## config.mk

```make
export PLATFORM = sky130hd
export DESIGN_NAME = i2c_cmd_regslave
export DESIGN_NICKNAME = d
export VERILOG_FILES = /design/src/rtl/i2c_cmd_pkg.sv /design/src/rtl/i2c_sync2.sv /design/src/rtl/i2c_line_mon.sv /design/src/rtl/i2c_cmd_regslave.sv
export SDC_FILE = /design/constraint.sdc
export NUM_CORES = 1
export LEC_CHECK = 0
export BUFFER_PORTS_ARGS = -buffer_cell sky130_fd_sc_hd__clkbuf_2
export CAP_MARGIN = 20
export CELL_PAD_IN_SITES_DETAIL_PLACEMENT = 1
export CELL_PAD_IN_SITES_GLOBAL_PLACEMENT = 2
export CORE_UTILIZATION = 42
export CTS_CLUSTER_DIAMETER = 30
export DETAILED_ROUTE_END_ITERATION = 6
export PLACE_DENSITY_LB_ADDON = 0.1
export SLEW_MARGIN = 20
export SYNTH_ARGS = -nofsm -noshare
export SYNTH_HDL_FRONTEND = slang
export SYNTH_HIERARCHICAL = 1
export SYNTH_SLANG_ARGS = --single-unit
```

## constraint.sdc

```tcl
create_clock -name clk -period 6.9 [get_ports clk]
set_clock_uncertainty 0.2 [all_clocks]
set_input_delay 1.035 -clock clk [delete_from_list [all_inputs] [get_ports clk]]
set_output_delay 1.035 -clock clk [all_outputs]
set_load 0.01 [all_outputs]
```

## src/rtl/i2c_cmd_pkg.sv

```systemverilog
package i2c_cmd_pkg;

    typedef enum logic [2:0] {
        ST_IDLE,
        ST_RX,
        ST_ACK,
        ST_TX,
        ST_RACK,
        ST_IGN
    } bus_state_e;

    typedef enum logic [2:0] {
        K_ADDR,
        K_CMD,
        K_PTR,
        K_BWCNT,
        K_BWDATA,
        K_BRCNT,
        K_WDATA,
        K_NONE
    } byte_kind_e;

    localparam logic [7:0] CODE_BLK_WR  = 8'hA0;
    localparam logic [7:0] CODE_BLK_RD  = 8'hA1;
    localparam logic [7:0] CODE_PTR_SET = 8'hB0;

endpackage

```

## src/rtl/i2c_sync2.sv

```systemverilog
module i2c_sync2 #(
    parameter int STAGES = 2
) (
    input  logic clk,
    input  logic rst_n,
    input  logic d,
    output logic q
);
    logic [STAGES-1:0] pipe_q;

    always_ff @(posedge clk or negedge rst_n) begin
        if (!rst_n) pipe_q <= '1;
        else        pipe_q <= {pipe_q[STAGES-2:0], d};
    end

    assign q = pipe_q[STAGES-1];
endmodule

```

## src/rtl/i2c_line_mon.sv

```systemverilog
module i2c_line_mon #(
    parameter int SYNC_STAGES = 2
) (
    input  logic clk,
    input  logic rst_n,
    input  logic scl_i,
    input  logic sda_i,
    output logic scl_s,
    output logic sda_s,
    output logic scl_rise,
    output logic scl_fall,
    output logic start_det,
    output logic stop_det
);
    logic scl_p_q, sda_p_q;

    i2c_sync2 #(.STAGES(SYNC_STAGES)) u_sync_scl (
        .clk(clk), .rst_n(rst_n), .d(scl_i), .q(scl_s));
    i2c_sync2 #(.STAGES(SYNC_STAGES)) u_sync_sda (
        .clk(clk), .rst_n(rst_n), .d(sda_i), .q(sda_s));

    always_ff @(posedge clk or negedge rst_n) begin
        if (!rst_n) begin
            scl_p_q <= 1'b1;
            sda_p_q <= 1'b1;
        end else begin
            scl_p_q <= scl_s;
            sda_p_q <= sda_s;
        end
    end

    assign scl_rise  = scl_s & ~scl_p_q;
    assign scl_fall  = ~scl_s & scl_p_q;
    assign start_det = scl_s & scl_p_q & sda_p_q & ~sda_s;
    assign stop_det  = scl_s & scl_p_q & ~sda_p_q & sda_s;
endmodule

```

## src/rtl/i2c_cmd_regslave.sv

```systemverilog
module i2c_cmd_regslave
    import i2c_cmd_pkg::*;
#(
    parameter logic [6:0] DEV_ADDR    = 7'h0D,
    parameter int         RF_DEPTH    = 16,
    parameter int         SYNC_STAGES = 2,
    localparam int        AW          = $clog2(RF_DEPTH)
) (
    input  logic          clk,
    input  logic          rst_n,
    input  logic          scl_i,
    input  logic          sda_i,
    output logic          sda_oe,
    output logic          rf_we,
    output logic [AW-1:0] rf_waddr,
    output logic [7:0]    rf_wdata,
    output logic [AW-1:0] rf_raddr,
    input  logic [7:0]    rf_rdata
);
    localparam logic [8:0]    DEPTH9 = 9'(RF_DEPTH);
    localparam logic [AW-1:0] TOP_IX = AW'(RF_DEPTH - 1);

    typedef struct packed {
        bus_state_e    st;
        byte_kind_e    kind;
        byte_kind_e    nxt;
        logic [3:0]    bitcnt;
        logic [7:0]    sh;
        logic          ack;
        logic          go_tx;
        logic          oe;
        logic [AW-1:0] ptr;
        logic [AW-1:0] waddr;
        logic [7:0]    wdata;
        logic          we;
        logic [7:0]    cnt;
        logic          rd_pend;
        logic          blk;
        logic          mack;
    } regs_t;

    regs_t r_d, r_q;

    logic scl_s, sda_s, scl_rise, scl_fall, start_det, stop_det;

    i2c_line_mon #(.SYNC_STAGES(SYNC_STAGES)) u_line (
        .clk(clk), .rst_n(rst_n), .scl_i(scl_i), .sda_i(sda_i),
        .scl_s(scl_s), .sda_s(sda_s), .scl_rise(scl_rise), .scl_fall(scl_fall),
        .start_det(start_det), .stop_det(stop_det));

    logic [7:0]    byte_in;
    logic          in_rng;
    logic [AW-1:0] ptr_nx;

    assign byte_in = {r_q.sh[6:0], sda_s};
    assign in_rng  = ({1'b0, byte_in} < DEPTH9);
    assign ptr_nx  = (r_q.ptr == TOP_IX) ? '0 : r_q.ptr + AW'(1);

    always_comb begin
        r_d    = r_q;
        r_d.we = 1'b0;
        if (stop_det) begin
            r_d.st      = ST_IDLE;
            r_d.oe      = 1'b0;
            r_d.go_tx   = 1'b0;
            r_d.rd_pend = 1'b0;
        end else if (start_det) begin
            r_d.st     = ST_RX;
            r_d.kind   = K_ADDR;
            r_d.bitcnt = 4'd0;
            r_d.oe     = 1'b0;
            r_d.go_tx  = 1'b0;
        end else begin
            case (r_q.st)
                ST_RX: begin
                    if (scl_rise && r_q.bitcnt != 4'd8) begin
                        r_d.sh     = byte_in;
                        r_d.bitcnt = r_q.bitcnt + 4'd1;
                        if (r_q.bitcnt == 4'd7) begin
                            r_d.ack   = 1'b0;
                            r_d.go_tx = 1'b0;
                            r_d.nxt   = K_NONE;
                            case (r_q.kind)
                                K_ADDR: if (byte_in[7:1] == DEV_ADDR) begin
                                    r_d.ack     = 1'b1;
                                    r_d.rd_pend = 1'b0;
                                    if (byte_in[0]) begin
                                        r_d.go_tx = 1'b1;
                                        r_d.blk   = r_q.rd_pend;
                                        r_d.cnt   = r_q.rd_pend ? r_q.cnt : 8'd1;
                                    end else begin
                                        r_d.nxt = K_CMD;
                                    end
                                end
                                K_CMD: begin
                                    if (byte_in == CODE_BLK_WR) begin
                                        r_d.ack = 1'b1;
                                        r_d.nxt = K_BWCNT;
                                    end else if (byte_in == CODE_BLK_RD) begin
                                        r_d.ack = 1'b1;
                                        r_d.nxt = K_BRCNT;
                                    end else if (byte_in == CODE_PTR_SET) begin
                                        r_d.ack = 1'b1;
                                        r_d.nxt = K_PTR;
                                    end else if (in_rng) begin
                                        r_d.ack   = 1'b1;
                                        r_d.waddr = byte_in[AW-1:0];
                                        r_d.nxt   = K_WDATA;
                                    end
                                end
                                K_PTR: if (in_rng) begin
                                    r_d.ack = 1'b1;
                                    r_d.ptr = byte_in[AW-1:0];
                                end
                                K_BWCNT: begin
                                    r_d.ack = 1'b1;
                                    r_d.cnt = byte_in;
                                    r_d.nxt = K_BWDATA;
                                end
                                K_BWDATA: if (r_q.cnt != 8'd0) begin
                                    r_d.ack   = 1'b1;
                                    r_d.we    = 1'b1;
                                    r_d.waddr = r_q.ptr;
                                    r_d.wdata = byte_in;
                                    r_d.ptr   = ptr_nx;
                                    r_d.cnt   = r_q.cnt - 8'd1;
                                    r_d.nxt   = K_BWDATA;
                                end
                                K_BRCNT: if (byte_in != 8'd0) begin
                                    r_d.ack     = 1'b1;
                                    r_d.cnt     = byte_in;
                                    r_d.rd_pend = 1'b1;
                                end
                                K_WDATA: begin
                                    r_d.ack   = 1'b1;
                                    r_d.we    = 1'b1;
                                    r_d.wdata = byte_in;
                                end
                                default: ;
                            endcase
                        end
                    end else if (scl_fall && r_q.bitcnt == 4'd8) begin
                        r_d.oe = r_q.ack;
                        r_d.st = r_q.ack ? ST_ACK : ST_IGN;
                    end
                end
                ST_ACK: if (scl_fall) begin
                    r_d.bitcnt = 4'd0;
                    if (r_q.go_tx) begin
                        r_d.sh = rf_rdata;
                        r_d.oe = ~rf_rdata[7];
                        r_d.st = ST_TX;
                    end else begin
                        r_d.oe   = 1'b0;
                        r_d.kind = r_q.nxt;
                        r_d.st   = (r_q.nxt == K_NONE) ? ST_IGN : ST_RX;
                    end
                end
                ST_TX: begin
                    if (scl_rise) begin
                        r_d.bitcnt = r_q.bitcnt + 4'd1;
                    end else if (scl_fall) begin
                        if (r_q.bitcnt == 4'd8) begin
                            r_d.oe = 1'b0;
                            r_d.st = ST_RACK;
                        end else begin
                            r_d.sh = {r_q.sh[6:0], 1'b0};
                            r_d.oe = ~r_q.sh[6];
                        end
                    end
                end
                ST_RACK: begin
                    if (scl_rise) begin
                        r_d.mack = ~sda_s;
                        r_d.cnt  = r_q.cnt - 8'd1;
                        if (r_q.blk) r_d.ptr = ptr_nx;
                    end else if (scl_fall) begin
                        if (r_q.mack && r_q.cnt != 8'd0) begin
                            r_d.sh     = rf_rdata;
                            r_d.oe     = ~rf_rdata[7];
                            r_d.bitcnt = 4'd0;
                            r_d.st     = ST_TX;
                        end else begin
                            r_d.st = ST_IGN;
                        end
                    end
                end
                default: ;
            endcase
        end
    end

    always_ff @(posedge clk or negedge rst_n) begin
        if (!rst_n) r_q <= '0;
        else        r_q <= r_d;
    end

    assign sda_oe   = r_q.oe;
    assign rf_we    = r_q.we;
    assign rf_waddr = r_q.waddr;
    assign rf_wdata = r_q.wdata;
    assign rf_raddr = r_q.ptr;

    AST_OE_ONLY_SCL_LOW: assert property (@(posedge clk) disable iff (!rst_n)
        (!$stable(r_q.oe) && !$past(start_det) && !$past(stop_det)) |-> !scl_s)
        else $error("sda drive changed while SCL high");
    AST_WE_SINGLE_CYCLE: assert property (@(posedge clk) disable iff (!rst_n)
        rf_we |=> !rf_we)
        else $error("write strobe longer than one cycle");
    AST_WADDR_IN_RANGE: assert property (@(posedge clk) disable iff (!rst_n)
        rf_we |-> ({1'b0, 8'(rf_waddr)} < DEPTH9))
        else $error("write outside register file");
    AST_IDLE_RELEASED: assert property (@(posedge clk) disable iff (!rst_n)
        (r_q.st == ST_IDLE || r_q.st == ST_IGN) |-> !sda_oe)
        else $error("SDA driven while idle or ignoring");
    AST_STOP_RELEASES: assert property (@(posedge clk) disable iff (!rst_n)
        stop_det |=> (!sda_oe && !rf_we))
        else $error("activity after stop");
endmodule

```

==> run_results.csv, run 1 <==
group,metric,value,unit
final_layout,final_nets,397,
global_routing,gr-usage-met3,0.0455,
yosys,ys_seq_elements,57,
routing,dr.pass1.iters,4,
global_routing,grt_max_degree,58,
worst_setup_path,startpoint,"u_line/u_sync_scl/pipe_q[1]",
global_routing,grt-ovfl-total,0,
clock_tree,cts_buffers,9,
power_and_ir_drop,switching_share,0.292,
hold_path,hp-class,"register to register",
die,design.portCount,30,
routing,drtIter0Drc,210,
die,fp.dieW,95.3,microns
yosys,yosysTopAreaCellShare,0.349,
yosys,synth-async-reset-ratio,1.00,
yosys,synth-edff-count,0,
hold_path,hold_path_depth,0,
clock_tree,cts_tree,"yes",
sta,fin_hold_ws,0.160,ns
routing,ant_nets,0,
clock_tree,clk_latency,0.34,ns
global_routing,grt_pass1_vias,2973,
clock_tree,cts_buffer_depth,2,
job,maxCapViolations,0,
routing,drc,0,
clock_tree,cts_root_buf,"clkbuf_8",
global_routing,met1_usage,0.365,
worst_setup_path,required,6.93,ns
global_routing,grt_usage,0.249,
yosys,synth.cell_area,3660,sq um
yosys,synth.distinct_cells,69,
yosys,synth-warning-count,6,
routing,wirelength,10500,microns
yosys,yosysMostFrequentCell,"dfrtp_1",
clock_tree,postCtsResizedCells,0,
worst_setup_path,cp_data_arrival_time,3.77,ns
clock_tree,htree_levels,3,
sta,period_share,0.542,
die,dieHeight,95.3,microns
yosys,synthTopCellsByCount,"51 x dfrtp_1, 26 x mux2_2, 22 x nor2_1",
hold_path,min_from,"u_line/u_sync_sda/pipe_q[0]",
clock_tree,cts.sinks,57,
sta,finalHoldViolCount,0,
placed_design,routabilityCongestion,0.795,
sta,fin_crit,3.74,ns
yosys,ys_top_cells_by_area,"dfrtp_1 35%, mux2_2 8.0%, a22o_1 4.8%",
global_routing,grt-busiest-layer,"met2",
worst_setup_path,endpoint,"rf_wdata[0]",
die,rows,33,
worst_setup_path,r2r_cells,6,
final_layout,diodes,0,
yosys,synth-seq-area-share,0.392,
routing,wl_per_cell,21.3,microns
worst_setup_path,start_kind,"register",
placed_design,hpwl,7470,microns
power_and_ir_drop,powerDensity,180,nW/um^2
yosys,synth_ff_type,"dfrtp_1",
status,outcome,"complete, no violations",
final_layout,final_area,3930,sq um
power_and_ir_drop,combPwrFrac,0.115,
power_and_ir_drop,internal_power,0.000501,W
worst_setup_path,worstReg2RegStart,"u_line/u_sync_scl/pipe_q[1]",
final_layout,drive_above_1_share,0.238,
global_routing,grtUsageMet2,0.377,
power_and_ir_drop,peakVddDrop,0.107,mV
yosys,synth_fp_nets,387,
sta,max_slew_margin,0.412,
routing,num_vias,3074,
power_and_ir_drop,p_switching,0.000206,W
power_and_ir_drop,leakagePower,1.68,nW
die,dieArea,9080,sq um
clock_tree,cts_setup_buffers,0,
routing,routed_via_density,6.26,
die,initial_utilization,0.438,
sta,tns,0,ns
sta,final_max_slew_viol_count,0,
worst_setup_path,r2r_slack,3.16,ns
clock_tree,cts_hold_buf,0,
sta,rsz0062_at_grt,"no",
yosys,synth_area_per_cell,9.86,sq um
sta,worst_slew_pin_slew,0.879,ns
worst_setup_path,r2r-end,"rf_wdata[0]",
worst_setup_path,crit_type,"register to register",
yosys,yosysTopAreaCell,"dfrtp_1",
clock_tree,path_clk_slew,0.07,ns
sta,setup_viol,0,
die,fp.coreArea,8340,sq um
power_and_ir_drop,power.share.clock,0.378,
power_and_ir_drop,share_seq_of_total_power,0.507,
final_layout,area_delta_synth_final,7.46,%
global_routing,grt_pass1_wl,16800,microns
placed_design,port_buffers,29,
placed_design,dpl_cell_area,3770,sq um
worst_setup_path,critPathCaptureType,"register",
worst_setup_path,worstPathMaxFanout,13,
global_routing,grt_antenna_before_repair,0,
yosys,synthCells,371,
sta,fmax,268,MHz
==> power by group through the flow <==
| stage | clock network (W) | logic [W] | registers (W) |
|---|---|---|---|
| final | 0.000268 | 0.0000816 | 0.000359 |
| after global routing | 0.000293 | 0.0000899 | 0.000360 |
| after CTS | 0.000275 | 0.0000816 | 0.000359 |
| after detailed placement | 0 | 0.0000813 | 0.000365 |
| after global placement | 0 | 0.0000800 | 0.000364 |
| after floorplan | 0 | 0.0000584 | 0.000356 |
==> flip-flops by register name (all words and copies together), names as in the netlist <==
register	flops
r_q	26
rf_wdata	8
byte_in	7
rf_raddr	4
rf_waddr	4
u_line/u_sync_scl/pipe_q	2
u_line/u_sync_sda/pipe_q	2
rf_we	1
sda_oe	1
u_line/scl_p_q	1
u_line/sda_p_q	1
==> cells by family after synthesis <==
logic type      synth area share
buf+inv                   0.0742
compound gates             0.237
simple gates               0.185
flops                      0.392
xor+xnor                 0.00958
mux                       0.0883
fa+ha+maj                 0.0137
==> worst max-delay path, cell delays in order (launching register included) <==
cell,delay (ns)
dfstp_2,0.56
nor2b_1,0.71
nand4b_1,0.48
nor4_4,0.62
nand2_1,0.21
nor3_4,0.45
mux2_2,0.39
==> per-layer routing <==
| layer | vias to the layer above | wire, microns | part of all wire |
|---|---|---|---|
| li1 | 1434 | - | - |
| met1 | 1551 | 5080 | 0.48 |
| met2 | 76 | 4760 | 0.45 |
| met3 | 13 | 510 | 0.049 |
| met4 | 0 | 127 | 0.012 |
| met5 | - | 0 | 0 |
==> area by class of cell <==
cell class / instances / area (sq um)
tap: 105 / 131
timing repair buffer: 33 / 175
inverter: 20 / 75.1
multi-input combinational: 260 / 1950
sequential: 57 / 1430
clock inverter: 6 / 35.0
fill: 961 / 4410
clock buffer: 10 / 128
==> stage by stage <==
| stage | power (W) | cells | util | setup WS (ns) |
|---|---|---|---|---|
| 3_3_place_gp | 0.000444 | 475 | 0.452 | 3.30 |
| 2_1_floorplan | 0.000415 | 371 | - | 3.99 |
| 6_report | 0.000708 | 491 | 0.471 | 3.16 |
| 5_1_grt | 0.000743 | 491 | 0.471 | 2.90 |
| 3_5_place_dp | 0.000446 | 475 | 0.452 | 3.19 |
| 4_1_cts | 0.000715 | 491 | 0.471 | 3.16 |
==> cell usage in the layout (no fill, tap or decap), types with 4 or more instances in the layout <==
cell	count
ha_1	4
nor3_1	10
dfrtp_1	51
or3_1	5
a32o_1	9
nand3_1	10
o211ai_1	4
nand4_1	5
dfstp_2	6
nor2_1	22
buf_4	4
clkbuf_2	29
clkinv_2	4
inv_1	20
nand2_1	18
a22o_1	20
o21ai_0	13
clkbuf_8	9
a21oi_1	12
nand2b_1	6
o31ai_1	4
nor4_1	5
nor2b_1	4
mux2_2	26
nor3b_1	5
o2bb2ai_1	4
==> worst min-delay path by stage <==
stage / endpoint
finish: u_line/u_sync_sda/pipe_q[1]
global placement: u_line/u_sync_sda/pipe_q[1]
detailed placement: u_line/u_sync_scl/pipe_q[1]
global route: u_line/u_sync_sda/pipe_q[1]
CTS: u_line/u_sync_sda/pipe_q[1]
floorplan: u_line/u_sync_scl/pipe_q[1]
Note: power is estimated with default switching activity, not from simulation.
==> run 2: changes to the inputs <==
CORE_UTILIZATION = 39   (was 42)
clock period = 3.8 ns   (was 6.9 ns; I/O delays follow)
==> run 2 against run 1 <==
Against the previous run: die area is 7.5% higher; combinational power up 100%; maximum frequency rose by 9.1%; power up 91%.
==> run_results.csv, run 2 (synthesis results as in run 1) <==
group,metric,value,unit
final_layout,diodes,0,
final_layout,fillers,1052,
worst_setup_path,crit_chain,"and4b_1 > or2_1 > a2111oi_0 > nand3_1 > nor3_2 > mux2_2",
die,dieArea,9770,sq um
sta,setup_slack,0.374,ns
clock_tree,cts_buffers,9,
clock_tree,cts_buffer_depth,2,
routing,dr_wl_met3,346,microns
clock_tree,path_clk_slew,0.07,ns
power_and_ir_drop,leakagePower,1.75,nW
routing,ant_nets,0,
final_layout,final_nets,408,
worst_setup_path,r2r_slack,0.37,ns
worst_setup_path,r2r_cells,6,
final_layout,mostFrequentLayoutCells,"51 x dfrtp_1, 29 x clkbuf_2, 26 x mux2_2",
status,outcome,"complete, no violations",
sta,worst_slew_pin_slew,0.943,ns
global_routing,grt_max_degree,36,
worst_setup_path,path_buf_inv,0,
sta,rsz0062_at_grt,"no",
die,rows,34,
routing,wirelength,10700,microns
sta,final_max_slew_viol_count,0,
placed_design,port_buffers,29,
routing,routed_via_density,6.11,
placed_design,dp_cells,489,
die,dieHeight,98.8,microns
worst_setup_path,start_kind,"register",
worst_setup_path,crit_slowest_cell,"dfstp_2",
final_layout,drive_above_1_share,0.259,
die,fp.coreArea,8890,sq um
placed_design,routabilityCongestion,0.846,
hold_path,hp-class,"input pin to register",
worst_setup_path,critPathCaptureType,"register",
routing,drt-met1-wl,5480,microns
final_layout,instances_no_fill,505,
hold_path,hold_path_depth,1,
global_routing,grt_pass1_wl,17400,microns
worst_setup_path,required,3.82,ns
global_routing,grt-ovfl-total,0,
die,fp.dieW,98.8,microns
routing,num_vias,3088,
routing,dr.pass1.iters,4,
final_layout,final_common_cell,"dfrtp_1",
clock_tree,cts.sinks,57,
routing,wl_per_cell,21.2,microns
worst_setup_path,startpoint,"u_line/u_sync_sda/pipe_q[1]",
global_routing,grt_antenna_before_repair,0,
power_and_ir_drop,totalPowerFinal,0.00135,W
sta,tns,0,ns
placed_design,pre_cts_ws,0.458,ns
clock_tree,cts_tree,"yes",
final_layout,largest_reg_flops,26,
job,maxCapViolations,0,
final_layout,regMostFlops,"r_q",
global_routing,grt_usage,0.235,
sta,setup_viol,0,
sta,max_slew_margin,0.371,
routing,drc,0,
routing,wl_met2,4760,microns
clock_tree,htree_levels,3,
sta,fmax,292,MHz
routing,drtIter0Drc,164,
die,initial_utilization,0.411,
die,design.portCount,30,
clock_tree,clk_latency,0.33,ns
worst_setup_path,worstReg2RegStart,"u_line/u_sync_sda/pipe_q[1]",
sta,fin_crit,3.43,ns
power_and_ir_drop,powerDensity,335,nW/um^2
placed_design,hpwl,7600,microns
worst_setup_path,r2r-end,"rf_raddr[3]",
final_layout,area_delta_synth_final,10.4,%
worst_setup_path,crit_type,"register to register",
clock_tree,cts_setup_buffers,0,
sta,period_share,0.902,
sta,finalHoldViolCount,0,
power_and_ir_drop,peakVddDrop,0.183,mV
worst_setup_path,worstPathMaxFanout,16,
routing,routed.top_layer,"met4",
worst_setup_path,critical-path-top-delay-family,"simple AND/OR/NAND/NOR gates",
clock_tree,cts_hold_buf,0,
clock_tree,postCtsResizedCells,0,
clock_tree,cts_root_buf,"clkbuf_8",
hold_path,min_from,"scl_i",
hold_path,min_to,"u_line/u_sync_scl/pipe_q[0]",
worst_setup_path,critical_path.max_stage_delay,0.74,ns
global_routing,grt_pass1_vias,3161,
worst_setup_path,cp_data_arrival_time,3.44,ns
==> run 2: cell types whose count changed in the layout (fill, tap and decap cells not counted) <==
cell | previous run | this run
clkinvlp_4 | 2 | 0
clkbuf_8 | 9 | 12
clkinv_2 | 4 | 3
buf_4 | 4 | 15
==> run 2: layer usage <==
metal | track usage | vias to the layer above
met5 | 0 | -
met4 | 0.0677 | 0
met3 | 0.0411 | 4
met2 | 0.343 | 56
met1 | 0.353 | 1579
li1 | - | 1449
==> run 2: layout make-up <==
type                    instances  area [sq um]  area share
clock inverters                 3          15.0     0.00372
flip-flops and latches         57          1430       0.355
clock buffers                  13           169      0.0418
repair buffers                 44           258      0.0638
multi-input cells             260          1950       0.483
well taps                     108           135      0.0335
inverters                      20          75.1      0.0186
==> run 2: report_power, final <==
| group | internal [W] | switching, W |
|---|---|---|
| clock | 0.000288 | 0.000256 |
| combinational | 0.0000629 | 0.000102 |
| sequential | 0.000622 | 0.0000218 |
==> run 2: stage by stage <==
stage,hold slack (ns),util,area [sq um]
2_1_floorplan,0.0744,-,3660
3_5_place_dp,0.152,0.433,3850
4_1_cts,0.0960,0.454,4040
6_report,0.115,0.454,4040
5_1_grt,0.0922,0.454,4040
3_3_place_gp,0.147,0.433,3850
==> run 2: worst max path at each step <==
| stage | slack, ns | end | depth (start not counted) |
|---|---|---|---|
| 2_1_floorplan | 0.89 | rf_wdata[0] | 8 |
| 3_3_place_gp | 0.55 | rf_raddr[1] | 6 |
| 5_1_grt | 0.17 | rf_raddr[3] | 6 |
| 3_5_place_dp | 0.46 | rf_raddr[3] | 6 |
| 6_report | 0.37 | rf_raddr[3] | 6 |
| 4_1_cts | 0.45 | rf_raddr[3] | 6 |
